### src/rtl/phy_cfg_pkg.sv
package phy_cfg_pkg;

   localparam int unsigned WORD_BITS = 16;

   typedef enum logic [1:0] {
      SEL_NONE = 2'd0,
      SEL_CTRL = 2'd1,
      SEL_STAT = 2'd2
   } rd_sel_e;

   // Reset value per control word index: PHY comes up fully powered down.
   function automatic logic [WORD_BITS-1:0] ctrl_reset(input int idx);
      case (idx)
         0:       return 16'h0FF1;  // lanes idle + powered down, PLL down
         10:      return 16'h0007;  // AUX idle, receiver and driver down
         default: return '0;
      endcase
   endfunction

endpackage

### src/rtl/phy_cfg_decode.sv
module phy_cfg_decode
   import phy_cfg_pkg::*;
#(
   parameter int ADDR_W   = 8,
   parameter int NUM_CTRL = 12,
   parameter int NUM_STAT = 2
) (
   input  logic                bus_valid,
   input  logic                bus_write,
   input  logic [ADDR_W-1:0]   bus_addr,
   output logic [NUM_CTRL-1:0] ctrl_we,
   output logic                rd_en,
   output rd_sel_e             rd_sel,
   output logic [ADDR_W-3:0]   rd_idx
);
   localparam int IDX_W = ADDR_W - 2;

   logic             aligned;
   logic [IDX_W-1:0] idx;
   logic             hit_ctrl;
   logic             hit_stat;

   assign aligned  = (bus_addr[1:0] == 2'b00);
   assign idx      = bus_addr[ADDR_W-1:2];
   assign hit_ctrl = aligned && (idx < IDX_W'(NUM_CTRL));
   assign hit_stat = aligned && (idx >= IDX_W'(NUM_CTRL)) &&
                     (idx < IDX_W'(NUM_CTRL + NUM_STAT));

   for (genvar g = 0; g < NUM_CTRL; g++) begin : g_we
      assign ctrl_we[g] = bus_valid & bus_write & hit_ctrl & (idx == IDX_W'(g));
   end

   assign rd_en  = bus_valid & ~bus_write;
   assign rd_idx = idx;

   always_comb begin
      if (hit_ctrl)      rd_sel = SEL_CTRL;
      else if (hit_stat) rd_sel = SEL_STAT;
      else               rd_sel = SEL_NONE;
   end

endmodule

### src/rtl/phy_cfg_word.sv
module phy_cfg_word #(
   parameter int               WORD_W = 16,
   parameter logic [WORD_W-1:0] RST_VAL = '0
) (
   input  logic              clk,
   input  logic              rst_n,
   input  logic              we,
   input  logic [WORD_W-1:0] mask,
   input  logic [WORD_W-1:0] data,
   output logic [WORD_W-1:0] q
);
   always_ff @(posedge clk or negedge rst_n) begin
      if (!rst_n)  q <= RST_VAL;
      else if (we) q <= (q & ~mask) | (data & mask);
   end
endmodule

### src/rtl/phy_cfg_rdmux.sv
module phy_cfg_rdmux
   import phy_cfg_pkg::*;
#(
   parameter int WORD_W   = 16,
   parameter int NUM_CTRL = 12,
   parameter int NUM_STAT = 2,
   parameter int IDX_W    = 6
) (
   input  logic                         clk,
   input  logic                         rst_n,
   input  logic                         rd_en,
   input  rd_sel_e                      rd_sel,
   input  logic [IDX_W-1:0]             rd_idx,
   input  logic [NUM_CTRL*WORD_W-1:0]   ctrl_flat,
   input  logic [NUM_STAT*WORD_W-1:0]   stat_flat,
   output logic [2*WORD_W-1:0]          rdata
);
   logic [WORD_W-1:0] word;

   always_comb begin
      word = '0;
      if (rd_sel == SEL_CTRL) begin
         for (int i = 0; i < NUM_CTRL; i++)
            if (rd_idx == IDX_W'(i)) word = ctrl_flat[i*WORD_W +: WORD_W];
      end else if (rd_sel == SEL_STAT) begin
         for (int i = 0; i < NUM_STAT; i++)
            if (rd_idx == IDX_W'(NUM_CTRL + i)) word = stat_flat[i*WORD_W +: WORD_W];
      end
   end

   always_ff @(posedge clk or negedge rst_n) begin
      if (!rst_n)     rdata <= '0;
      else if (rd_en) rdata <= {{WORD_W{1'b0}}, word};
   end
endmodule

### src/rtl/phy_cfg_bank.sv
module phy_cfg_bank
   import phy_cfg_pkg::*;
#(
   parameter int ADDR_W   = 8,
   parameter int WORD_W   = 16,
   parameter int NUM_CTRL = 12,
   parameter int LANES    = 4
) (
   input  logic                   clk,
   input  logic                   rst_n,
   input  logic                   bus_valid,
   input  logic                   bus_write,
   input  logic [ADDR_W-1:0]      bus_addr,
   input  logic [2*WORD_W-1:0]    bus_wdata,
   output logic [2*WORD_W-1:0]    bus_rdata,
   input  logic [WORD_W-1:0]      status0_in,
   input  logic [WORD_W-1:0]      status1_in,
   output logic [LANES-1:0]       tx_idle,
   output logic [LANES-1:0]       tx_pd,
   output logic                   iddq_en,
   output logic                   pll_pd,
   output logic [14:0]            pll_div,
   output logic [2:0]             tx_rterm,
   output logic [1:0]             rate_sel,
   output logic [3:0]             ref_div,
   output logic [4*LANES-1:0]     tx_emph,
   output logic [3*LANES-1:0]     tx_amp,
   output logic [2*LANES-1:0]     tx_amp_scale,
   output logic [1:0]             tx_mode,
   output logic [3:0]             ssc_depth,
   output logic                   ssc_en,
   output logic [9:0]             ssc_cnt,
   output logic [WORD_W-1:0]      spare_ctl,
   output logic [WORD_W-1:0]      pll_ctl,
   output logic [WORD_W-1:0]      tx_ctl,
   output logic                   aux_rx_pd_sel,
   output logic                   aux_tx_pd_sel,
   output logic                   aux_idle,
   output logic                   aux_rx_pd,
   output logic                   aux_tx_pd,
   output logic [2:0]             aux_rx_vcm,
   output logic [1:0]             aux_mode,
   output logic [1:0]             aux_amp_scale,
   output logic [2:0]             aux_amp,
   output logic [2:0]             aux_rterm
);
   localparam int NUM_STAT = 2;
   localparam int IDX_W    = ADDR_W - 2;

   // Elaboration-time parameter checks
   if (WORD_W != WORD_BITS) begin : g_bad_word
      $error("phy_cfg_bank: WORD_W must be %0d", WORD_BITS);
   end
   if (NUM_CTRL != 12) begin : g_bad_ctrl
      $error("phy_cfg_bank: field map assumes 12 control words");
   end
   if (LANES != 4) begin : g_bad_lanes
      $error("phy_cfg_bank: field map assumes 4 lanes");
   end
   if ((NUM_CTRL + NUM_STAT) * 4 > (1 << ADDR_W)) begin : g_bad_addr
      $error("phy_cfg_bank: ADDR_W too small for the register map");
   end

   logic [NUM_CTRL-1:0]        ctrl_we;
   logic                       rd_en;
   rd_sel_e                    rd_sel;
   logic [IDX_W-1:0]           rd_idx;
   logic [WORD_W-1:0]          ctrl_q [NUM_CTRL];
   logic [NUM_CTRL*WORD_W-1:0] ctrl_flat;

   phy_cfg_decode #(
      .ADDR_W   (ADDR_W),
      .NUM_CTRL (NUM_CTRL),
      .NUM_STAT (NUM_STAT)
   ) u_dec (
      .bus_valid (bus_valid),
      .bus_write (bus_write),
      .bus_addr  (bus_addr),
      .ctrl_we   (ctrl_we),
      .rd_en     (rd_en),
      .rd_sel    (rd_sel),
      .rd_idx    (rd_idx)
   );

   for (genvar g = 0; g < NUM_CTRL; g++) begin : g_word
      phy_cfg_word #(
         .WORD_W  (WORD_W),
         .RST_VAL (WORD_W'(ctrl_reset(g)))
      ) u_word (
         .clk   (clk),
         .rst_n (rst_n),
         .we    (ctrl_we[g]),
         .mask  (bus_wdata[2*WORD_W-1:WORD_W]),
         .data  (bus_wdata[WORD_W-1:0]),
         .q     (ctrl_q[g])
      );
      assign ctrl_flat[g*WORD_W +: WORD_W] = ctrl_q[g];
   end

   phy_cfg_rdmux #(
      .WORD_W   (WORD_W),
      .NUM_CTRL (NUM_CTRL),
      .NUM_STAT (NUM_STAT),
      .IDX_W    (IDX_W)
   ) u_rd (
      .clk       (clk),
      .rst_n     (rst_n),
      .rd_en     (rd_en),
      .rd_sel    (rd_sel),
      .rd_idx    (rd_idx),
      .ctrl_flat (ctrl_flat),
      .stat_flat ({status1_in, status0_in}),
      .rdata     (bus_rdata)
   );

   // Word 0x00: power and idle
   assign tx_idle  = ctrl_q[0][8 +: LANES];
   assign tx_pd    = ctrl_q[0][4 +: LANES];
   assign iddq_en  = ctrl_q[0][1];
   assign pll_pd   = ctrl_q[0][0];
   // Words 0x04, 0x08: PLL setup
   assign pll_div  = ctrl_q[1][14:0];
   assign tx_rterm = ctrl_q[2][10:8];
   assign rate_sel = ctrl_q[2][5:4];
   assign ref_div  = ctrl_q[2][3:0];
   // Words 0x0C, 0x10, 0x14: per-lane drive
   for (genvar l = 0; l < LANES; l++) begin : g_lane
      assign tx_emph[4*l +: 4]      = ctrl_q[3][4*l +: 4];
      assign tx_amp[3*l +: 3]       = ctrl_q[4][4*l +: 3];
      assign tx_amp_scale[2*l +: 2] = ctrl_q[5][2*l +: 2];
   end
   assign tx_mode   = ctrl_q[5][9:8];
   // Word 0x18: spread spectrum
   assign ssc_depth = ctrl_q[6][15:12];
   assign ssc_en    = ctrl_q[6][11];
   assign ssc_cnt   = ctrl_q[6][9:0];
   // Words 0x1C..0x24: raw words
   assign spare_ctl = ctrl_q[7];
   assign pll_ctl   = ctrl_q[8];
   assign tx_ctl    = ctrl_q[9];
   // Words 0x28, 0x2C: AUX channel
   assign aux_rx_pd_sel = ctrl_q[10][5];
   assign aux_tx_pd_sel = ctrl_q[10][4];
   assign aux_idle      = ctrl_q[10][2];
   assign aux_rx_pd     = ctrl_q[10][1];
   assign aux_tx_pd     = ctrl_q[10][0];
   assign aux_rx_vcm    = ctrl_q[11][14:12];
   assign aux_mode      = ctrl_q[11][11:10];
   assign aux_amp_scale = ctrl_q[11][9:8];
   assign aux_amp       = ctrl_q[11][6:4];
   assign aux_rterm     = ctrl_q[11][2:0];

endmodule

### config.mk
export PLATFORM = sky130hd
export DESIGN_NAME = phy_cfg_bank
export DESIGN_NICKNAME = d
export VERILOG_FILES = /design/src/rtl/phy_cfg_pkg.sv /design/src/rtl/phy_cfg_decode.sv /design/src/rtl/phy_cfg_word.sv /design/src/rtl/phy_cfg_rdmux.sv /design/src/rtl/phy_cfg_bank.sv
export SDC_FILE = /design/constraint.sdc
export NUM_CORES = 1
export LEC_CHECK = 0
export ABC_AREA = 1
export BUFFER_PORTS_ARGS = -buffer_cell sky130_fd_sc_hd__buf_2
export CAP_MARGIN = 20
export CORE_MARGIN = 1
export CORE_UTILIZATION = 59
export DETAILED_ROUTE_END_ITERATION = 7
export PLACE_DENSITY = 0.86
export SLEW_MARGIN = 10
export SYNTH_ARGS = -nofsm -noshare
export SYNTH_HDL_FRONTEND = slang
export SYNTH_SLANG_ARGS = --single-unit
### constraint.sdc
create_clock -name clk -period 2 [get_ports clk]
set_clock_uncertainty 0.15 [all_clocks]
set_input_delay 0.2 -clock clk [delete_from_list [all_inputs] [get_ports clk]]
set_output_delay 0.2 -clock clk [all_outputs]
set_load 0.005 [all_outputs]
==> results.py, run 1 <==
metrics = {
    "synth": {
        "synth_ff_type": "sky130_fd_sc_hd__dfrtp_1",
        "synthDominantCellAreaShare_pct": 42.7,
        "synthArstFlopShare_pct": 100,
        "netlist_top_cells_area": "sky130_fd_sc_hd__dfrtp_1 43%, sky130_fd_sc_hd__nand2_1 18%, sky130_fd_sc_hd__buf_4 11%",
        "synth_edf_count": 0,
        "yosys.cell_count.top_type": "sky130_fd_sc_hd__nand2_1",
        "synthDominantAreaCellType": "sky130_fd_sc_hd__dfrtp_1",
        "ys_ff_latch": 208,
        "synth.yosys.seq_area_share_pct": 45.4,
        "synth.yosys.warnings": 0,
        "synth.avg_cell_area_um2": 7.53,
        "post_synth_inst_count": 1525,
        "netlist_cell_types": 27,
        "syn-cell-area_um2": 11500,
        "synth.top_cells.by_count": "554 x sky130_fd_sc_hd__nand2_1, 196 x sky130_fd_sc_hd__dfrtp_1, 162 x sky130_fd_sc_hd__buf_4, 149 x sky130_fd_sc_hd__o21ai_0, 81 x sky130_fd_sc_hd__nor2_1",
    },
    "clock_tree": {
        "root_buffer": "sky130_fd_sc_hd__clkbuf_16",
        "clock_tree.buffer_depth": 3,
        "clock_tree.htree_level_count": 1,
        "number_of_buffers_inserted_during_clock_tree_synthesis": 22,
        "worstSkewPairLatency_ns": 0.50,
        "tritoncts_clock_tree": "yes",
        "cts_num_sinks": 208,
        "clk_transition_reported_paths_ns": 0.06,
    },
    "final_layout": {
        "area.sequential_um2": 5220,
        "post_route_cells_drive_above_1_share_pct": 24.2,
        "area.growth.synth_to_final_pct": 17.5,
        "design.final.nets": 1771,
        "finalCoreUtilization_pct": 71.5,
        "design_area_um2": 13500,
        "insertedDiodeCount": 0,
        "multiInputGateArea_um2": 4540,
        "final.fill_count": 1468,
    },
    "sta": {
        "timing_max_transition_violations_final": 0,
        "worst_slack_ns": 0.0442,
        "setup_violations": 0,
        "fin_crit_ns": 1.96,
        "hold_violations": 0,
        "rsz_0062_raised_after_global_routing": "yes",
        "post_route_worst_hold_slack_ns": 0.00264,
        "clock.fmax_mhz": 511,
        "fin_crit_sh_pct": 97.8,
    },
    "floorplanning": {
        "core.rowCount": 50,
        "coreArea_um2": 18900,
        "overall_die_area_um2": 20000,
        "die_x_um": 142,
        "floorplan.io_pins": 261,
        "initial_core_util_pct": 60.8,
        "die_height_um": 142,
    },
    "critical_path": {
        "worst_setup_path_end_kind": "flip-flop",
        "timing.critical_path.max_delay_family": "buffers and inverters",
        "critical_path_class": "in -> reg",
        "cp_num_buf_inv": 5,
        "path_common_cell": "sky130_fd_sc_hd__nand2_1",
        "critical-path-slowest-cell": "sky130_fd_sc_hd__dlygate4sd3_1",
        "required_ns": 2.28,
        "crit_path_max_incr_delay_ns": 0.57,
        "path_max_fanout": 10,
        "count_of_cells_along_the_worst_register_to_register_path": 8,
        "critPathArrivalTime_ns": 2.24,
        "worst_r2r_endpoint": "u_rd.rdata[3]",
        "critPathLaunchType": "input port",
        "ff2ff_setup_slack_ns": 0.45,
        "crit_chain": "buf_2, buf_4, nand2_1, nor2_2, nor3_4, nand3_2, buf_12, nor3_4, buf_4, nand2_1, nand2_1, o21ai_1, dlygate4sd3_1",
    },
    "place": {
        "finalWeightedCongestion": 0.999,
        "preCtsSetupSlack_ns": -0.207,
        "count_of_input_and_output_buffers": 244,
        "placed_area_um2": 12500,
        "dp_hpwl_um": 25900,
    },
    "global_route": {
        "grt_util_all_layers_pct": 36.8,
        "grt.overflow.total": 0,
        "grt_pass1_wl_um": 56600,
        "antenna_found_initial": 0,
        "grt_max_degree": 58,
        "number_of_global_route_vias_before_repair": 10566,
    },
    "detailed_routing": {
        "remaining_drc_errors": 0,
        "drt-pass1-iter-count": 8,
        "drt-initial-drc-count": 1388,
        "top_signal_layer_used": "met4",
        "post_dr_vias_cell": 5.71,
        "detailroute.via_count": 11257,
        "dr_wl_met3_um": 4600,
        "antenna_violating_nets_post_route": 0,
        "routedLengthMet1_um": 14000,
        "mean_routed_wirelength_per_cell_um": 18.6,
        "wl_met2_um": 16400,
        "detail_route.wirelength_um": 36700,
    },
    "power": {
        "power.density_nw_per_um2": 653,
        "leakage_power_total_nw": 6.56,
        "ir_worst_vdd_mv": 0.621,
    },
    "status": {
        "outcome": "complete, no violations",
    },
    "hold_path": {
        "timing.hold.worst_endpoint": "u_rd.rdata[0]",
        "hold_class": "in -> reg",
        "holdCritStartpoint": "status1_in[0]",
        "min_delay_path_depth": 4,
    },
    "flow_run": {
        "drv_cap": 0,
    },
}
==> cell usage in the layout, fill, tap and decap left out <==
master,Yosys,routed
sky130_fd_sc_hd__nor3_4,5,5
sky130_fd_sc_hd__nand3_2,1,1
sky130_fd_sc_hd__buf_12,0,20
sky130_fd_sc_hd__nor2_4,7,7
sky130_fd_sc_hd__or2_4,0,1
sky130_fd_sc_hd__o21ai_0,149,148
sky130_fd_sc_hd__conb_1,1,16
sky130_fd_sc_hd__clkbuf_1,48,10
sky130_fd_sc_hd__or2_2,19,19
sky130_fd_sc_hd__o21ai_1,56,57
sky130_fd_sc_hd__buf_4,162,63
sky130_fd_sc_hd__nand3_1,35,35
sky130_fd_sc_hd__nor2_2,5,5
sky130_fd_sc_hd__clkbuf_8,0,4
sky130_fd_sc_hd__nand4_1,41,41
sky130_fd_sc_hd__dfstp_2,12,12
sky130_fd_sc_hd__inv_1,74,74
sky130_fd_sc_hd__clkinv_2,0,3
sky130_fd_sc_hd__nand2_1,554,554
sky130_fd_sc_hd__nor4_2,0,1
sky130_fd_sc_hd__buf_2,19,243
sky130_fd_sc_hd__dfrtp_1,196,196
sky130_fd_sc_hd__dlygate4sd3_1,0,35
sky130_fd_sc_hd__nor3_2,2,3
sky130_fd_sc_hd__nor3_1,4,3
sky130_fd_sc_hd__clkbuf_16,0,23
sky130_fd_sc_hd__inv_2,4,4
sky130_fd_sc_hd__a21oi_1,30,30
sky130_fd_sc_hd__a31oi_1,16,16
sky130_fd_sc_hd__nor2_1,81,81
==> area by class of cell <==
class / instances / share of cell area (%)
flip-flops and latches: 208 / 38.7
multi-input cells: 1023 / 33.6
repair buffers: 362 / 18.2
clock buffers: 36 / 4.85
well taps: 260 / 2.41
inverters: 78 / 2.17
clock inverters: 3 / 0.111
==> where the power goes <==
group / leakage [nW] / internal [mW] / switching [mW]
Clock: 0.329 / 2.22 / 1.62
Sequential: 2.83 / 4.26 / 0.0430
Combinational: 3.40 / 0.235 / 0.427
Total: 6.56 / 6.72 / 2.09
==> kinds of logic (layout without fill, tap and decap cells) <==
group / Yosys count / in the layout / share of synthesized area, %
compound gates: 251 / 251 / 11.1
buf+inv: 309 / 479 / 15.7
flops: 208 / 208 / 45.4
other cells: 1 / 16 / 0.0326
simple gates: 756 / 756 / 27.8
==> layer usage <==
metal | global-route usage (%) | up-vias
met2 | 56.9 | 816
met3 | 8.07 | 150
li1 | - | 5069
met4 | 17.0 | 0
met1 | 49.7 | 5222
met5 | 0 | -
==> worst min-delay path, cell delays in order <==
cell	delay, ns
sky130_fd_sc_hd__buf_2	0.08
sky130_fd_sc_hd__or2_2	0.09
sky130_fd_sc_hd__a31oi_1	0.10
sky130_fd_sc_hd__a21oi_1	0.15
==> how the worst max path moves through the flow <==
| stage | start | endpoint | depth (start not counted) |
|---|---|---|---|
| finish | bus_addr[4] | flip-flop | 13 |
| floorplan | bus_addr[1] | flip-flop | 9 |
| global placement | bus_addr[4] | u_rd.rdata[2] | 15 |
| CTS | bus_addr[1] | flip-flop | 11 |
| detailed placement | bus_addr[4] | u_rd.rdata[2] | 15 |
| global route | bus_addr[4] | flip-flop | 13 |
==> through the flow <==
| stage | setup TNS, ns | std cells | power, mW |
|---|---|---|---|
| floorplan | 0 | 1540 | 4.64 |
| global placement | -1.09 | 1895 | 4.97 |
| detailed placement | -3.44 | 1895 | 4.98 |
| CTS | 0 | 1969 | 8.81 |
| global route | -0.0465 | 1970 | 9.08 |
| finish | 0 | 1970 | 8.81 |
==> what timing repair did <==
| action | in CTS | in global routing |
|---|---|---|
| setup buffers | 0 | 1 |
| setup endpoints to repair | 0 | 2 |
| hold buffers | 35 | 0 |
| endpoints found under the hold margin | 393 | 0 |
| gates resized for setup | 0 | 3 |
No activity file was read; power rests on OpenSTA's default activity.
==> run 2, diff against run 1 <==
- CORE_UTILIZATION: 59 -> 35
- PLACE_DENSITY: 0.86 -> unset
==> run 2 against run 1 <==
Effect of this change:
- the run now ends with hold timing left
- maximum frequency grew 3.2%
- die area grew 67%
- highest routed layer unchanged
- global-route usage shrank 13 points
- sequential power is essentially flat
- flip-flop and latch count is the same
- critical path type unchanged
- critical path depth shrank 1
==> results.py, run 2 (synthesis results as in run 1) <==
metrics = {
    "detailed_routing": {
        "wl_met2_um": 18000,
        "post_dr_vias_cell": 4.93,
        "routedLengthMet1_um": 17500,
        "top_signal_layer_used": "met4",
        "dr_wl_met3_um": 3620,
        "detail_route.wirelength_um": 40200,
        "drt-pass1-iter-count": 5,
        "detailroute.via_count": 10644,
        "drt-initial-drc-count": 938,
        "remaining_drc_errors": 0,
        "antenna_violating_nets_post_route": 0,
        "mean_routed_wirelength_per_cell_um": 18.6,
    },
    "clock_tree": {
        "cts_num_sinks": 208,
        "number_of_buffers_inserted_during_clock_tree_synthesis": 24,
        "clock_tree.buffer_depth": 3,
        "tritoncts_clock_tree": "yes",
        "root_buffer": "sky130_fd_sc_hd__clkbuf_16",
        "clk_transition_reported_paths_ns": 0.06,
        "worstSkewPairLatency_ns": 0.52,
        "clock_tree.htree_level_count": 1,
    },
    "status": {
        "failed_checks": "hold timing",
        "outcome": "finished with violations",
    },
    "final_layout": {
        "final.fill_count": 3226,
        "mostFrequentLayoutCell": "sky130_fd_sc_hd__nand2_1",
        "final_cell_mix": "554 x sky130_fd_sc_hd__nand2_1, 243 x sky130_fd_sc_hd__buf_2, 196 x sky130_fd_sc_hd__dfrtp_1",
        "insertedDiodeCount": 0,
        "post_route_cells_drive_above_1_share_pct": 24.6,
        "design.final.nets": 1781,
        "finalCoreUtilization_pct": 43.6,
        "area.growth.synth_to_final_pct": 21.3,
    },
    "sta": {
        "setup_violations": 0,
        "rsz_0062_raised_after_global_routing": "no",
        "fin_crit_ns": 1.90,
        "fin_crit_sh_pct": 94.8,
        "max_slew.worst_pin.slew_ns": 0.679,
        "hold_violations": 3,
        "post_route_worst_hold_slack_ns": -0.00293,
        "slew_headroom_pct": 54.6,
        "timing_max_transition_violations_final": 0,
        "clock.fmax_mhz": 528,
    },
    "power": {
        "ir_worst_vdd_mv": 0.590,
        "power_mw": 9.52,
        "p_int_mw": 7.24,
        "p_sw_share_pct": 23.9,
        "clock_power_share_pct": 47.6,
        "leakage_power_total_nw": 6.66,
        "power.density_nw_per_um2": 683,
        "sequentialPowerShare_pct": 45.2,
        "power_frac_comb_pct": 7.2,
        "net-switching-power_mw": 2.27,
    },
    "floorplanning": {
        "floorplan.io_pins": 261,
        "initial_core_util_pct": 35.9,
        "coreArea_um2": 32000,
        "die_x_um": 183,
        "die_height_um": 183,
        "overall_die_area_um2": 33500,
        "core.rowCount": 65,
    },
    "global_route": {
        "antenna_found_initial": 0,
        "grt.overflow.total": 0,
        "grt_util_all_layers_pct": 23.9,
        "grt_max_degree": 55,
        "grt_pass1_wl_um": 61300,
        "number_of_global_route_vias_before_repair": 10183,
    },
    "critical_path": {
        "path_max_fanout": 6,
        "count_of_cells_along_the_worst_register_to_register_path": 8,
        "worst_setup_path_end_kind": "flip-flop",
        "required_ns": 2.31,
        "critical_path_class": "in -> reg",
        "critPathLaunchType": "input port",
        "critPathArrivalTime_ns": 2.20,
    },
    "place": {
        "dp_hpwl_um": 28200,
        "finalWeightedCongestion": 0.883,
        "count_of_input_and_output_buffers": 244,
    },
    "hold_path": {
        "min_delay_path_depth": 3,
        "hold_class": "in -> reg",
    },
    "flow_run": {
        "drv_cap": 0,
    },
}
==> run 2: changes by cell type in the layout (fill, tap and decap cells not counted), sizes merged <==
cell         delta
dlygate4sd3     +7
clkinvlp        +2
bufinv          +2
clkinv          +1
buf             +1
==> run 2: area by class of cell <==
| type | count | area (um2) | area share (%) |
|---|---|---|---|
| multi-input combinational | 1023 | 4540 | 32.6 |
| tap | 435 | 544 | 3.91 |
| inverter | 78 | 293 | 2.10 |
| clock inverter | 8 | 95.1 | 0.682 |
| clock buffer | 36 | 717 | 5.15 |
| sequential | 208 | 5220 | 37.5 |
| timing repair buffer | 370 | 2520 | 18.1 |
==> run 2: power by group through the flow <==
stage                     clock, mW  combinational [mW]  sequential (mW)
after CTS                      4.58               0.680             4.31
after global placement            0               0.609             4.38
final                          4.53               0.681             4.31
after floorplan                   0               0.270             4.37
after detailed placement          0               0.617             4.38
after global routing           4.77               0.752             4.31
==> run 2: what timing repair did <==
item / 4_1_cts / 5_1_grt
hold buffers: 42 / 0
resized for setup: 0 / 1
hold endpoints to repair: 399 / 0
buffers inserted: 0 / 7
setup endpoints to repair: 0 / 2
==> run 2: worst paths after layout <==
| check | startpoint | endpoint | slack (ns) |
|---|---|---|---|
| max | bus_addr[6] | flip-flop | 0.10 |
| min | bus_wdata[3] | flip-flop | -0.003 |
| max reg2reg | flip-flop | u_rd.rdata[9] | 0.42 |
| min reg2reg | flip-flop | flip-flop | 0.33 |
| max in group asynchronous | rst_n | asynchronous set/reset pin | 0.95 |
| min in group asynchronous | rst_n | asynchronous set/reset pin | 0.04 |
==> run 2: stage by stage <==
| step | setup slack (ns) | TNS (ns) | std cells | area [um2] | hold WS [ns] |
|---|---|---|---|---|---|
| 2_1_floorplan | 0.0721 | 0 | 1540 | 11500 | -0.246 |
| 3_3_place_gp | -0.217 | -8.35 | 2065 | 12600 | 0.0236 |
| 3_5_place_dp | -0.218 | -11.78 | 2065 | 12600 | 0.0253 |
| 4_1_cts | 0.0383 | 0 | 2151 | 13900 | 0.000120 |
| 5_1_grt | 0.00215 | 0 | 2158 | 13900 | 0.0179 |
| 6_report | 0.104 | 0 | 2158 | 13900 | -0.00293 |
==> run 2: critical path, cell delays in order <==
cell and delay, ns:
sky130_fd_sc_hd__buf_2 0.11, sky130_fd_sc_hd__nor2_4 0.12, sky130_fd_sc_hd__inv_2 0.08, sky130_fd_sc_hd__nor3_4 0.21, sky130_fd_sc_hd__nand3_2 0.12, sky130_fd_sc_hd__buf_12 0.15
sky130_fd_sc_hd__buf_4 0.13, sky130_fd_sc_hd__nor3_4 0.13, sky130_fd_sc_hd__buf_6 0.15, sky130_fd_sc_hd__nand2_1 0.06, sky130_fd_sc_hd__o21ai_0 0.15, sky130_fd_sc_hd__dlygate4sd3_1 0.57
==> run 2: per-layer routing <==
metal | track usage (%) | up-vias
met5 | 0 | -
met4 | 6.70 | 0
met3 | 5.44 | 72
met2 | 37.5 | 456
met1 | 33.0 | 5041
li1 | - | 5075
==> run 3, diff against run 2 <==
- CORE_ASPECT_RATIO: unset -> 1.75
==> run 3 against run 2 <==
Effect of this change:
- the flow finishes with violations (DRC)
- global-route usage up 1.4 points
- non-clock buffer count up 4
- utilization down 0.70 points
- sequential power about the same
- flip-flop and latch count unchanged
- critical path type unchanged
- register-to-register slack worse by 0.05 ns
- cell count down 1.8%
- sequential share of layout area up 0.31 points
- largest cell class unchanged
- critical path depth down 2
- via count up 1.0%
- worst hold slack better by 0.0082 ns
==> results.py, run 3 (synthesis results as in run 1) <==
metrics = {
    "status": {
        "outcome": "finished with violations",
        "failed_checks": "DRC",
    },
    "global_route": {
        "grt_pass1_wl_um": 64200,
        "grt.met2_usage_pct": 43.6,
        "gr-usage-met1_pct": 27.9,
        "gr-usage-met3_pct": 3.68,
        "antenna_found_initial": 0,
        "grt-busiest-layer": "met2",
        "grt_util_all_layers_pct": 25.3,
        "number_of_global_route_vias_before_repair": 10871,
        "grt_max_degree": 52,
        "grt.overflow.total": 0,
    },
    "sta": {
        "setup_violations": 0,
        "fin_crit_ns": 1.92,
        "hold_violations": 0,
        "fin_crit_sh_pct": 95.9,
        "clock.fmax_mhz": 521,
        "rsz_0062_raised_after_global_routing": "no",
        "worst_slack_ns": 0.0810,
        "timing_max_transition_violations_final": 0,
        "post_route_worst_hold_slack_ns": 0.00523,
    },
    "final_layout": {
        "design.final.nets": 1781,
        "final.fill_count": 3315,
        "final_cell_mix": "554 x sky130_fd_sc_hd__nand2_1, 243 x sky130_fd_sc_hd__buf_2, 196 x sky130_fd_sc_hd__dfrtp_1",
        "insertedDiodeCount": 0,
        "area.growth.synth_to_final_pct": 20.3,
        "mostFrequentLayoutCell": "sky130_fd_sc_hd__nand2_1",
        "post_route_cells_drive_above_1_share_pct": 24.8,
    },
    "critical_path": {
        "count_of_cells_along_the_worst_register_to_register_path": 8,
        "critPathLaunchType": "input port",
        "critPathArrivalTime_ns": 2.21,
        "critical_path_class": "in -> reg",
        "required_ns": 2.30,
        "worst_r2r_endpoint": "u_rd.rdata[13]",
        "worst_setup_path_end_kind": "flip-flop",
        "ff2ff_setup_slack_ns": 0.37,
        "path_max_fanout": 9,
    },
    "clock_tree": {
        "tritoncts_clock_tree": "yes",
        "postCtsResizedCells": 0,
        "root_buffer": "sky130_fd_sc_hd__clkbuf_16",
        "clock_tree.htree_level_count": 1,
        "cts_num_sinks": 208,
        "clk_transition_reported_paths_ns": 0.07,
        "worstSkewPairLatency_ns": 0.51,
        "clock_tree.buffer_depth": 3,
        "number_of_buffers_inserted_during_clock_tree_synthesis": 20,
    },
    "floorplanning": {
        "floorplan.io_pins": 261,
        "coreArea_um2": 32200,
        "overall_die_area_um2": 33600,
        "initial_core_util_pct": 35.7,
        "core.rowCount": 87,
        "die_x_um": 139,
        "die_height_um": 242,
    },
    "power": {
        "ir_worst_vdd_mv": 0.439,
        "power_mw": 9.22,
        "power.density_nw_per_um2": 667,
        "leakage_power_total_nw": 6.64,
    },
    "detailed_routing": {
        "post_dr_vias_cell": 5.08,
        "detailroute.via_count": 10755,
        "antenna_violating_nets_post_route": 0,
        "mean_routed_wirelength_per_cell_um": 19.9,
        "drt-initial-drc-count": 800,
        "drt-pass1-iter-count": 8,
        "detail_route.wirelength_um": 42100,
        "remaining_drc_errors": 15,
    },
    "place": {
        "dp_hpwl_um": 31400,
        "count_of_input_and_output_buffers": 244,
        "preCtsSetupSlack_ns": -0.209,
        "finalWeightedCongestion": 1.06,
    },
    "flow_run": {
        "drv_cap": 0,
    },
    "hold_path": {
        "holdCritStartpoint": "bus_wdata[1]",
        "min_delay_path_depth": 3,
        "hold_class": "in -> reg",
    },
}
run 3: cell types whose count changed in the layout (fill, tap and decap cells not counted), sizes merged:
cell | before | now
buf | 327 | 340
dlygate4sd3 | 42 | 33
clkbuf | 37 | 33
clkinv | 4 | 1
clkinvlp | 2 | 0
bufinv | 2 | 3
run 3: worst max-delay path by stage:
stage	startpoint	end	slack, ns	depth (start not counted)
global placement	bus_addr[4]	u_rd.rdata[12]	-0.21	13
CTS	bus_addr[1]	flip-flop	0.03	10
global route	bus_addr[7]	flip-flop	0.01	11
finish	bus_addr[1]	flip-flop	0.08	10
floorplan	bus_addr[1]	flip-flop	0.07	9
detailed placement	bus_addr[4]	u_rd.rdata[12]	-0.21	13
run 3: per-layer routing:
metal	vias up	share of wire, %
met3	152	5.8
li1	5075	-
met2	482	49
met1	5046	36
met4	0	8.4
met5	-	0
run 3: metrics by stage:
stage          utilization (%)  cells  TNS (ns)  instance area [um2]
6_report                  42.9   2119         0                13800
5_1_grt                   42.9   2119         0                13800
4_1_cts                   42.8   2117         0                13800
3_5_place_dp              39.6   2048     -4.26                12800
3_3_place_gp              39.6   2048     -2.48                12800
2_1_floorplan                -   1540         0                11500
run 3: area by class of cell:
class / count / area (um2) / area share, %
Tap cell: 400 / 500 / 3.62
Sequential cell: 208 / 5220 / 37.8
Timing Repair Buffer: 374 / 2560 / 18.6
Clock inverter: 4 / 95.1 / 0.688
Clock buffer: 32 / 617 / 4.46
Multi-Input combinational cell: 1023 / 4530 / 32.8
Inverter: 78 / 293 / 2.12
run 3: critical path, cell delays in order:
cell                            delay, ns
sky130_fd_sc_hd__buf_2               0.09
sky130_fd_sc_hd__or2_1               0.31
sky130_fd_sc_hd__nor3_4              0.22
sky130_fd_sc_hd__nand3_2             0.14
sky130_fd_sc_hd__buf_12              0.19
sky130_fd_sc_hd__nor3_4              0.14
sky130_fd_sc_hd__buf_12              0.13
sky130_fd_sc_hd__nand2_1             0.05
sky130_fd_sc_hd__o21ai_0             0.16
sky130_fd_sc_hd__dlygate4sd3_1       0.57
run 3: timing repair:
item,in CTS,in global routing
hold buffers,33,0
endpoints found under the hold margin,397,0
endpoints found under the setup margin,0,1
buffers inserted,0,2
run 3: where the power goes:
group | total, mW | leakage (nW) | internal, mW | switching [mW]
sequential | 4.31 | 2.83 | 4.26 | 0.0546
clock | 4.20 | 0.348 | 2.50 | 1.70
combinational | 0.699 | 3.46 | 0.246 | 0.453
